<file path="src/rtl/irq_sel_pkg.sv">
// Package: shared widths and privilege encoding for the interrupt selector.
// Assumes privilege code 2 is unused; it falls through the same formulas.
package irq_sel_pkg;
    localparam int unsigned IRQ_W  = 16;
    localparam int unsigned IDX_W  = $clog2(IRQ_W);
    localparam logic [1:0]  PRIV_U = 2'd0;
    localparam logic [1:0]  PRIV_S = 2'd1;
    localparam logic [1:0]  PRIV_M = 2'd3;
endpackage

</file>
<file path="src/rtl/irq_pend_reg.sv">
// Pending register with a masked write port.
// A write keeps unmasked bits and replaces masked ones; the prior value is
// captured into old_q. Assumes a synchronous active-low reset.
module irq_pend_reg #(
    parameter int unsigned W = 16
) (
    input  logic         clk,
    input  logic         rst_n,
    input  logic         wr_en,
    input  logic [W-1:0] wr_mask,
    input  logic [W-1:0] wr_val,
    output logic [W-1:0] pend_q,
    output logic [W-1:0] old_q,
    output logic         any_set
);
    // Holds pending state and the pre-write snapshot.
    always_ff @(posedge clk) begin
        if (!rst_n) begin
            pend_q <= '0;
            old_q  <= '0;
        end else if (wr_en) begin
            pend_q <= (pend_q & ~wr_mask) | (wr_val & wr_mask);
            old_q  <= pend_q;
        end
    end

    // Request line follows register contents.
    assign any_set = |pend_q;


    pend_write_chk: assert property (@(posedge clk) disable iff (!rst_n)
        wr_en |=> pend_q == (($past(pend_q) & ~$past(wr_mask)) | ($past(wr_val) & $past(wr_mask))));

    pend_hold_chk: assert property (@(posedge clk) disable iff (!rst_n)
        !wr_en |=> $stable(pend_q));

    old_capture_chk: assert property (@(posedge clk) disable iff (!rst_n)
        wr_en |=> old_q == $past(pend_q));
endmodule

</file>
<file path="src/rtl/irq_tier_gate.sv">
// Splits enabled pending bits into three delegation tiers and admits each
// tier under its own rule. Purely combinational.
module irq_tier_gate
    import irq_sel_pkg::*;
#(
    parameter int unsigned W = 16
) (
    input  logic         clk,
    input  logic         rst_n,
    input  logic [W-1:0] pend,
    input  logic [W-1:0] en,
    input  logic [W-1:0] m_deleg,
    input  logic [W-1:0] h_deleg,
    input  logic [1:0]   priv,
    input  logic         virt,
    input  logic         mie,
    input  logic         sie,
    output logic [W-1:0] qual
);
    logic m_ok, s_ok, hs_ok, vs_ok;

    // Tier admission rules from privilege and global enables.
    always_comb begin
        m_ok  = (priv < PRIV_M) || (priv == PRIV_M && mie);
        s_ok  = (priv < PRIV_S) || (priv == PRIV_S && sie);
        hs_ok = virt || s_ok;
        vs_ok = virt && s_ok;
    end

    // Per-bit tier selection.
    for (genvar i = 0; i < W; i++) begin : g_bit
        logic gate;
        assign gate    = !m_deleg[i] ? m_ok : (!h_deleg[i] ? hs_ok : vs_ok);
        assign qual[i] = pend[i] & en[i] & gate;
    end


    cand_subset_chk: assert property (@(posedge clk) disable iff (!rst_n)
        (qual & ~(pend & en)) == '0);

    guest_tier_chk: assert property (@(posedge clk) disable iff (!rst_n)
        !virt |-> (qual & m_deleg & h_deleg) == '0);

    mach_tier_chk: assert property (@(posedge clk) disable iff (!rst_n)
        (priv == PRIV_M && !mie) |-> (qual & ~m_deleg) == '0);
endmodule

</file>
<file path="src/rtl/irq_low_pick.sv">
// Finds the lowest set bit of a vector. Combinational; index is 0 when empty.
module irq_low_pick #(
    parameter int unsigned W  = 16,
    parameter int unsigned IW = $clog2(W)
) (
    input  logic [W-1:0]  vec,
    output logic          found,
    output logic [IW-1:0] idx
);
    // Scan from the top so the lowest set bit is written last.
    always_comb begin
        idx = '0;
        for (int i = W - 1; i >= 0; i--) begin
            if (vec[i]) idx = IW'(i);
        end
        found = |vec;
    end
endmodule

</file>
<file path="src/rtl/irq_tier_select.sv">
// Top: pending register, tier gating and lowest-index pick with a
// registered result. Assumes a synchronous active-low reset and that all
// control inputs are synchronous to clk.
module irq_tier_select
    import irq_sel_pkg::*;
(
    input  logic               clk,
    input  logic               rst_n,
    input  logic               upd_en,
    input  logic [IRQ_W-1:0]   upd_mask,
    input  logic [IRQ_W-1:0]   upd_val,
    output logic [IRQ_W-1:0]   upd_old,
    output logic               hard_req,
    input  logic [IRQ_W-1:0]   irq_enable,
    input  logic [IRQ_W-1:0]   mach_deleg,
    input  logic [IRQ_W-1:0]   hyp_deleg,
    input  logic [1:0]         priv,
    input  logic               virt_on,
    input  logic               glb_mie,
    input  logic               glb_sie,
    output logic               take_valid,
    output logic [IDX_W-1:0]   take_idx
);
    logic [IRQ_W-1:0] pend_q, qual_vec;
    logic             pick_found;
    logic [IDX_W-1:0] pick_idx;

    irq_pend_reg #(.W(IRQ_W)) u_pend (
        .clk(clk), .rst_n(rst_n), .wr_en(upd_en), .wr_mask(upd_mask),
        .wr_val(upd_val), .pend_q(pend_q), .old_q(upd_old), .any_set(hard_req)
    );

    irq_tier_gate #(.W(IRQ_W)) u_gate (
        .clk(clk), .rst_n(rst_n), .pend(pend_q), .en(irq_enable),
        .m_deleg(mach_deleg), .h_deleg(hyp_deleg), .priv(priv),
        .virt(virt_on), .mie(glb_mie), .sie(glb_sie), .qual(qual_vec)
    );

    irq_low_pick #(.W(IRQ_W), .IW(IDX_W)) u_pick (
        .vec(qual_vec), .found(pick_found), .idx(pick_idx)
    );

    // Register the selection one cycle after its inputs.
    always_ff @(posedge clk) begin
        if (!rst_n) begin
            take_valid <= 1'b0;
            take_idx   <= '0;
        end else begin
            take_valid <= pick_found;
            take_idx   <= pick_idx;
        end
    end


    valid_match_chk: assert property (@(posedge clk) disable iff (!rst_n)
        ##1 take_valid == ($past(qual_vec) != '0));

    chosen_set_chk: assert property (@(posedge clk) disable iff (!rst_n)
        ##1 take_valid |-> (($past(qual_vec) >> take_idx) & IRQ_W'(1)) == IRQ_W'(1));

    lowest_chk: assert property (@(posedge clk) disable iff (!rst_n)
        ##1 take_valid |-> ($past(qual_vec) & ((IRQ_W'(1) << take_idx) - IRQ_W'(1))) == '0);

    req_track_chk: assert property (@(posedge clk) disable iff (!rst_n)
        hard_req == (pend_q != '0));
endmodule

</file>
<file path="config.mk">
export PLATFORM = sky130hd
export DESIGN_NAME = irq_tier_select
export DESIGN_NICKNAME = d
export VERILOG_FILES = /design/src/rtl/irq_sel_pkg.sv /design/src/rtl/irq_pend_reg.sv /design/src/rtl/irq_tier_gate.sv /design/src/rtl/irq_low_pick.sv /design/src/rtl/irq_tier_select.sv
export SDC_FILE = /design/constraint.sdc
export NUM_CORES = 1
export LEC_CHECK = 0
export BUFFER_PORTS_ARGS = -buffer_cell sky130_fd_sc_hd__buf_2
export CORE_ASPECT_RATIO = 0.9
export CORE_UTILIZATION = 45
export DETAILED_ROUTE_END_ITERATION = 8
export HOLD_SLACK_MARGIN = 0.05
export PLACE_DENSITY = 0.84
export SETUP_SLACK_MARGIN = 0.4
export SLEW_MARGIN = 20
export SYNTH_ARGS = -nofsm -noshare
export SYNTH_HDL_FRONTEND = slang
export SYNTH_SLANG_ARGS = --single-unit
export TNS_END_PERCENT = 30
</file>
<file path="constraint.sdc">
create_clock -name clk -period 4.7 [get_ports clk]
set_input_delay 0.705 -clock clk [delete_from_list [all_inputs] [get_ports clk]]
set_output_delay 0.705 -clock clk [all_outputs]
set_load 0.005 [all_outputs]
</file>
=== Word level (Yosys, flattened, before mapping) ===
Index checks and enable logic that the tools add are counted.

* Memories kept: 0
* Output and inout port bits: 22
* Register bits: 37
* Latch bits: 0
* Bits in read-only memories: 0
* Memory bits (writable): 0
* Word-level logic and storage cells: 107

* Reduce and logical (&&, ||, !) cells: 12
* Shifts and indexed selects: 0
* Add/sub/neg operators: 0
* Magnitude comparators: 2
* Equality and inequality tests: 2
* $mul: 0
* Div/mod/pow operators: 0
* Muxes and demuxes: 47
* Bitwise operators: 37

{| class="wikitable"
|+ Operator list
! operator !! number
|-
| $mux W1 || 33
|-
| $and A1 B1 Y1 || 32
|-
| $and A16 B16 Y16 || 2
|-
| $mux W4 || 8
|-
| $reduce_or A16 Y1 || 2
|-
| $not A16 Y16 || 1
|-
| $or A16 B16 Y16 || 1
|-
| $mux W3 || 4
|-
| $reduce_or A9 Y1 || 1
|-
| $reduce_or A5 Y1 || 1
|-
| $mux W2 || 2
|-
| $logic_and A1 B1 Y1 || 3
|-
| $logic_or A1 B1 Y1 || 3
|-
| $reduce_or A3 Y1 || 1
|-
| $eq A2 B1 Y1 const B || 1
|-
| $eq A2 B2 Y1 const B || 1
|-
| $lt A2 B1 Y1 const B || 1
|-
| $lt A2 B2 Y1 const B || 1
|-
| $reduce_or A2 Y1 || 1
|-
| $not A1 Y1 || 1
|}

=== Longest topological paths before layout ===
Gate-level depths: netlist (run 1).

* Depth after elaboration: 22
* Gate-level depth with buffers: 9
* Depth with buffers taken out: 7

=== Cells and area by module ===
Synthesis (run 1) repeated with hierarchy kept, for this count alone.

* Cell total of the unflattened synthesis: 225
* Area, all modules: 2045.7 um2

{| class="wikitable"
|+ Modules (own cells, without submodules)
! module !! cells an instance !! area each (um2) !! instances !! sequential area each (um2)
|-
| irq_pend_reg || 125 || 1336.3 || 1 || 640.6
|-
| irq_tier_gate || 56 || 401.6 || 1 || 0.0
|-
| irq_low_pick || 34 || 176.4 || 1 || 0.0
|-
| irq_tier_select || 10 || 131.4 || 1 || 100.1
|}

=== Worst setup path before layout (run 1) ===
OpenSTA, ideal clock, no wires.

* Path kind: input to register
* From: input port priv[0]
* To: register take_idx[3]
* Setup slack: 2.451 ns
* Buffers on the path: 2
* Arrival: 2.134 ns
* Stages on the path: 8
* Setup time: 0.115 ns
* Cell sequence: nor2b_4 -> buf_6 -> or2_1 -> buf_6 -> maj3_2 -> a211oi_4 -> nor4_1 -> and3_1

* Word-level cells in the longest chain between the ends: 15

{| class="wikitable"
|+ Ends and longest elaborated chain
! what !! RTL line !! RTL
|-
| start, declared || irq_tier_select.sv:17 || <nowiki>input logic [1:0] priv,</nowiki>
|-
| $eq A2 B1 Y1 || irq_tier_gate.sv:25 || <nowiki>s_ok = (priv < PRIV_S) || (priv == PRIV_S && sie);</nowiki>
|-
| $logic_and A1 B1 Y1 || irq_tier_gate.sv:25 ||
|-
| $logic_or A1 B1 Y1 || irq_tier_gate.sv:25 ||
|-
| $logic_or A1 B1 Y1 / $logic_and A1 B1 Y1 (equally long branches) || irq_tier_gate.sv:26, irq_tier_gate.sv:27 ||
|-
| $mux W1 (2 in series) || irq_tier_gate.sv:33 || <nowiki>assign gate = !m_deleg[i] ? m_ok : (!h_deleg[i] ? hs_ok : vs_ok);</nowiki>
|-
| $and A1 B1 Y1 || irq_tier_gate.sv:34 || <nowiki>assign qual[i] = pend[i] & en[i] & gate;</nowiki>
|-
| $mux W4 (8 in series) || irq_low_pick.sv:14 || <nowiki>if (vec[i]) idx = IW'(i);</nowiki>
|-
| end signal, assigned || irq_tier_select.sv:50 || <nowiki>take_idx <= pick_idx;</nowiki>
|-
| end, declared || irq_tier_select.sv:22 || <nowiki>output logic [IDX_W-1:0] take_idx</nowiki>
|}

Several ways; a longest one is shown, not always the timed one.
A chain may end at the register's enable or synchronous reset.

=== Final worst setup path (run 1) ===
* From: input port priv[1]
* To: register take_valid

* Word-level cells in the longest chain between the ends: 8

{| class="wikitable"
|+ Ends and longest elaborated chain
! what !! RTL line !! RTL
|-
| $eq A2 B1 Y1 || irq_tier_gate.sv:25 ||
|-
| $logic_and A1 B1 Y1 || irq_tier_gate.sv:25 ||
|-
| $logic_or A1 B1 Y1 || irq_tier_gate.sv:25 ||
|-
| $logic_or A1 B1 Y1 / $logic_and A1 B1 Y1 (equally long branches) || irq_tier_gate.sv:26, irq_tier_gate.sv:27 ||
|-
| $mux W1 (2 in series) || irq_tier_gate.sv:33 ||
|-
| $and A1 B1 Y1 || irq_tier_gate.sv:34 ||
|-
| $reduce_or A16 Y1 * || irq_low_pick.sv:16 || <nowiki>found = |vec;</nowiki>
|-
| end signal, assigned || irq_tier_select.sv:49 || <nowiki>take_valid <= pick_found;</nowiki>
|-
| end, declared || irq_tier_select.sv:21 || <nowiki>output logic take_valid,</nowiki>
|}

Every way passes the cells marked *; elsewhere a longest branch is shown, timed or not.

==> metrics, run 1 <==
net switching power=194 uW; Crit. Startpoint=priv[1]; #FFs+latches synth=37; main combinational cell family by area after synthesis=compound AO/OA/AOI/OAI gates; die area=0.00507 sq mm; vias in the first global route=2064; Simple-Gate Fraction of Synth Area=24.4%; CTS root buffer=clkbuf_8; diodes inserted=0; post-CTS setup buffer count=0; largest net degree at the start of global routing=49; drt pass-1 iters=5; post-synthesis xor/xnor area fraction=0%; setup_tns=0 ns; # fillers=423; DR WL/cell=14.4 um; clock share of power=31.2%; status=finished, final reports clean; Power Total=692 uW; Initial Util=47.7%; Post-CTS Resized=0; kind of end point of the critical path=flop; mux share of post-synthesis cell area=7.43%; total wire length=6070 um; IO Pins=110; switching fraction of total power=28.1%; total congestion overflow=0; max_cap viols=0; Mapped Avg Cell Area=8.38 sq um; most instantiated cells after synthesis=46 x nand2_1, 37 x dfxtp_1, 18 x nor2b_1; first-pass GRT wire length=9400 um; complex-gate fraction of the synthesized area=26.4%; share of layout cells above drive strength 1=36.1%; dpl hpwl=4730 um; Worst Path Arrival=2.80 ns; CTS H-tree lvls=2; syn_nets=345; Antenna Nets Post-Route=0; most numerous cell in the Yosys netlist=nand2_1; biggest fanout along the worst timing path=16; Cell Pwr Density=249 mW/mm^2; Cell Int Power=498 uW; DR iter-0 viols=131; nets=447; critical path launch point type=input port; Worst Hold Class=flop to flop; predominant post-synthesis flop cell=dfxtp_1; clock buffer depth=2; main area contributors after synthesis=dfxtp_1 34%, nand2_1 8.0%, mux2i_1 7.4%; Synth top area share=34.4%; drt via density=5.45; core box area=0.00452 sq mm; yosys warns=0; total track usage=24.8%; Final Cycle Share=56.0%; area leader, netlist=dfxtp_1; Worst Skew=0.00369 ns; Syn Std Cell Area=0.00215 sq mm; cts hold-fix bufs=0; Clock Pin Slew Worst Setup and Hold Paths=0.07 ns; CTS buffer count=5; vias=2301; Async S/R FF share, synth=0%; Logic pwr share=20.0%; CTS tree=built; clk_lat worst skew=0.29 ns; CP Data Required Time=4.87 ns; sequential area share after synthesis=34.4%; Slew Limit Fails=0; Syn Inst Count=257; worst slew pin tran=0.927 ns; I/O Buffers=109; clk sink count=37; Die Span X=74.9 um; initial antenna violation count=0; leakage=0.00131 uW; Cell Rows=23; Worst IR Drop VDD=0.217 mV; die height=67.6 um; Max transition margin=38.2%; RSZ-0062 raised after global routing=false; final hold vios=0; Seq pwr share=48.8%; setup violators final=0; number of synthesized flops with an enable pin=0; minimum clock period=2.63 ns; area grow syn2layout=29.1%; GP Congestion=0.968; Yosys cell types=47; DRC violations left=0; FMAX=380 MHz; WS Path Type=input port to flop; Synth Area in Adders=3.08%
## critical path, cell delays in order
cell	delay (ns)
buf_2	0.24
nand3b_1	0.53
o211a_1	0.41
o21ai_1	0.14
nand2_1	0.13
nor3b_2	0.25
nand2_1	0.08
o41a_1	0.31
## cell usage in the layout, fill, tap and decap left out, drive strengths merged
cell,count
and3,1
a21boi,18
nor2b,19
a21o,1
mux2i,16
nand2b,2
buf,109
o211ai,4
or2b,1
o311ai,2
nor2,8
nand4,1
o31ai,8
o22ai,10
or3,1
clkinv,2
a211o,1
clkbuf,5
nand2,46
o211a,6
nor3,3
inv,3
a21oi,9
o21ai,7
a211oi,4
a32oi,2
o2111ai,1
dfxtp,37
nor4,5
maj3,6
or2,1
nand3,17
nand3b,1
clkinvlp,1
o41a,1
nor3b,1
## per-layer routing
layer,share of wire [%],track usage [%]
met5,0,0
met3,9.9,7.91
met4,0.87,7.08
met2,46,42.0
met1,44,29.9
## power by group through the flow
stage               combinational [uW]  clock, uW  sequential [uW]
finish                             138        216              338
global placement                   134          0              345
global route                       154        241              339
detailed placement                 137          0              345
floorplan                         76.5          0              342
CTS                                138        223              338
## per-stage QoR
stage	utilization, %	hold slack (ns)	setup WS, ns	cells	instance area (sq um)
finish	61.6	0.504	2.07	422	2780
global route	61.6	0.534	1.91	422	2780
CTS	61.6	0.507	2.12	422	2780
detailed placement	59.7	0.496	1.83	414	2700
global placement	59.7	0.487	1.96	414	2700
floorplan	-	0.469	2.45	257	2150
## kinds of logic after synthesis
group	Yosys count
buffers and inverters	17
flip-flops	37
multiplexers	16
AND/OR/NAND/NOR	107
AO/OA/AOI/OAI	74
adder cells (fa/ha/maj)	6
## worst paths after layout
path | slack [ns] | depth (start not counted) | end
max | 2.07 | 8 | take_valid$_SDFF_PN0_
min | 0.50 | 2 | flop
max reg2reg | 2.99 | 7 | take_valid$_SDFF_PN0_
min reg2reg | 0.50 | 2 | flop
## cell type report
cell class,count,area [sq um],area share [%]
flip-flops and latches,37,741,26.6
clock buffers,5,68.8,2.47
multi-input cells,203,1320,47.5
well taps,62,77.6,2.79
clock inverters,3,17.5,0.630
repair buffers,109,546,19.6
inverters,3,11.3,0.405
Power figures use the tool's default switching activity.
==> run 2: changes to the inputs <==
==> constraint.sdc (replaced) <==
create_clock -name clk -period 2.56 [get_ports clk]
set_input_delay 0.384 -clock clk [delete_from_list [all_inputs] [get_ports clk]]
set_output_delay 0.384 -clock clk [all_outputs]
set_load 0.005 [all_outputs]
==> run 2 against run 1 <==
Effect of this change: first-iteration DRC count rose by 3.1%; critical path depth did not move; die area did not move; largest power group unchanged; largest cell class unchanged; non-clock buffer count rose by 4.
==> metrics, run 2 (synthesis gave the netlist of run 1 again) <==
Worst Hold Class=input port to flop; kind of end point of the critical path=flop; Worst Path Arrival=2.16 ns; Core Util, Final=62.8%; initial antenna violation count=0; clk_lat worst skew=0.28 ns; DR WL/cell=14.4 um; drt via density=5.46; Final Instance Count excl. Fillers=426; drt pass-1 iters=4; Crit path top cell by count=nand2_1; Critical Path, Cell by Cell=buf_2 -> nand3b_1 -> buf_4 -> a32oi_1 -> nand2_1 -> nor3_1 -> nand2_1 -> o41a_1; setup_tns=0 ns; Worst Skew=0.00924 ns; Cell Rows=23; status=finished, final reports clean; diodes inserted=0; most common cell after layout, fill and taps aside=buf_2; R2R depth=7; final hold vios=0; switching fraction of total power=25.7%; GP Congestion=0.939; Cell Int Power=1020 uW; Slew Limit Fails=0; CTS buffer count=5; dpl hpwl=4880 um; minimum clock period=2.00 ns; Initial Util=47.7%; clock share of power=36.1%; total congestion overflow=0; net switching power=353 uW; Clock Pin Slew Worst Setup and Hold Paths=0.07 ns; Die Span X=74.9 um; CP Data Required Time=2.72 ns; IO Pins=110; multi-input logic area=0.00132 sq mm; FMAX=499 MHz; clk sink count=37; CP peak stage delay=0.38 ns; Antenna Nets Post-Route=0; total track usage=25.2%; WS Path Type=input port to flop; RSZ-0062 raised after global routing=false; DRC violations left=0; hold path depth=3; CTS tree=built; largest net degree at the start of global routing=35; CTS H-tree lvls=2; nets=451; die area=0.00507 sq mm; worst slew pin tran=0.506 ns; vias=2328; placed instance count=418; vias in the first global route=2177; core box area=0.00452 sq mm; first-pass GRT wire length=9580 um; Final Hold Slack=0.369 ns; DR iter-0 viols=135; CTS root buffer=clkbuf_8; Sequential Area=741 sq um; Logic pwr share=18.8%; Max transition margin=66.2%; setup violators final=0; I/O Buffers=109; Final Cycle Share=78.2%; biggest fanout along the worst timing path=14; critical path launch point type=input port; Seq pwr share=45.1%; Hold Path Origin=upd_val[7]; Post-CTS Resized=0; share of layout cells above drive strength 1=36.5%; Cell Pwr Density=485 mW/mm^2; R2R setup slack=0.77 ns; leakage=0.00134 uW; total wire length=6150 um; max_cap viols=0; clock buffer depth=2; Worst IR Drop VDD=0.367 mV; most frequent cells in the layout=109 x buf_2, 46 x nand2_1, 37 x dfxtp_1; area grow syn2layout=31.6%; cts hold-fix bufs=0; post-CTS setup buffer count=0; # fillers=421; die height=67.6 um; RR Endpoint=take_valid$_SDFF_PN0_; slowest cell on the critical path=o41a_1
run 2: changes by cell type in the layout (fill, tap and decap cells not counted):
| cell | before | now |
|---|---|---|
| buf_4 | 0 | 4 |
| clkinvlp_4 | 1 | 0 |
| clkinv_4 | 0 | 1 |
| clkbuf_1 | 0 | 1 |
| bufinv_16 | 0 | 1 |
| clkinv_2 | 2 | 0 |
run 2: critical path, delay by kind of cell:
kind	cells	cell delay (ns)
AOI/OAI and AO/OA	2	0.64
buffers and inverters	2	0.46
and+or+nand+nor	4	0.69
run 2: how the worst max path moves through the flow:
stage / start / to / slack [ns] / cells after the start
after floorplan: priv[0] / take_idx[3]$_SDFF_PP0_ / 0.63 / 8
after CTS: priv[1] / take_valid$_SDFF_PN0_ / 0.58 / 8
final: priv[1] / take_valid$_SDFF_PN0_ / 0.56 / 8
after global routing: priv[1] / take_valid$_SDFF_PN0_ / 0.44 / 8
after global placement: priv[1] / take_valid$_SDFF_PN0_ / 0.42 / 9
after detailed placement: priv[1] / take_valid$_SDFF_PN0_ / 0.29 / 8
run 2: final cells by class:
cell class,instances,share of cell area (%)
clock buffers,6,2.56
clock inverters,2,1.37
inverters,3,0.397
multi-input cells,203,46.5
flip-flops and latches,37,26.1
well taps,62,2.73
repair buffers,113,20.3
run 2: per-stage QoR:
step | setup slack (ns) | cell area, sq um | power (uW)
6_report | 0.557 | 2840 | 1370
5_1_grt | 0.438 | 2840 | 1450
4_1_cts | 0.583 | 2840 | 1380
3_5_place_dp | 0.293 | 2730 | 890
3_3_place_gp | 0.416 | 2730 | 882
2_1_floorplan | 0.632 | 2150 | 769
run 2: metal layers:
| metal | vias up | part of all wire [%] | GRT usage (%) |
|---|---|---|---|
| li1 | 1148 | - | - |
| met1 | 1064 | 43 | 28.7 |
| met2 | 110 | 48 | 44.9 |
| met3 | 6 | 8.7 | 8.21 |
| met4 | 0 | 0.86 | 6.84 |
| met5 | - | 0 | 0 |
run 2: power by group through the flow:
stage	clock network, uW	registers (uW)	logic (uW)
2_1_floorplan	0	628	140
3_3_place_gp	0	632	250
3_5_place_dp	0	633	257
4_1_cts	504	620	258
5_1_grt	536	622	288
6_report	496	620	259
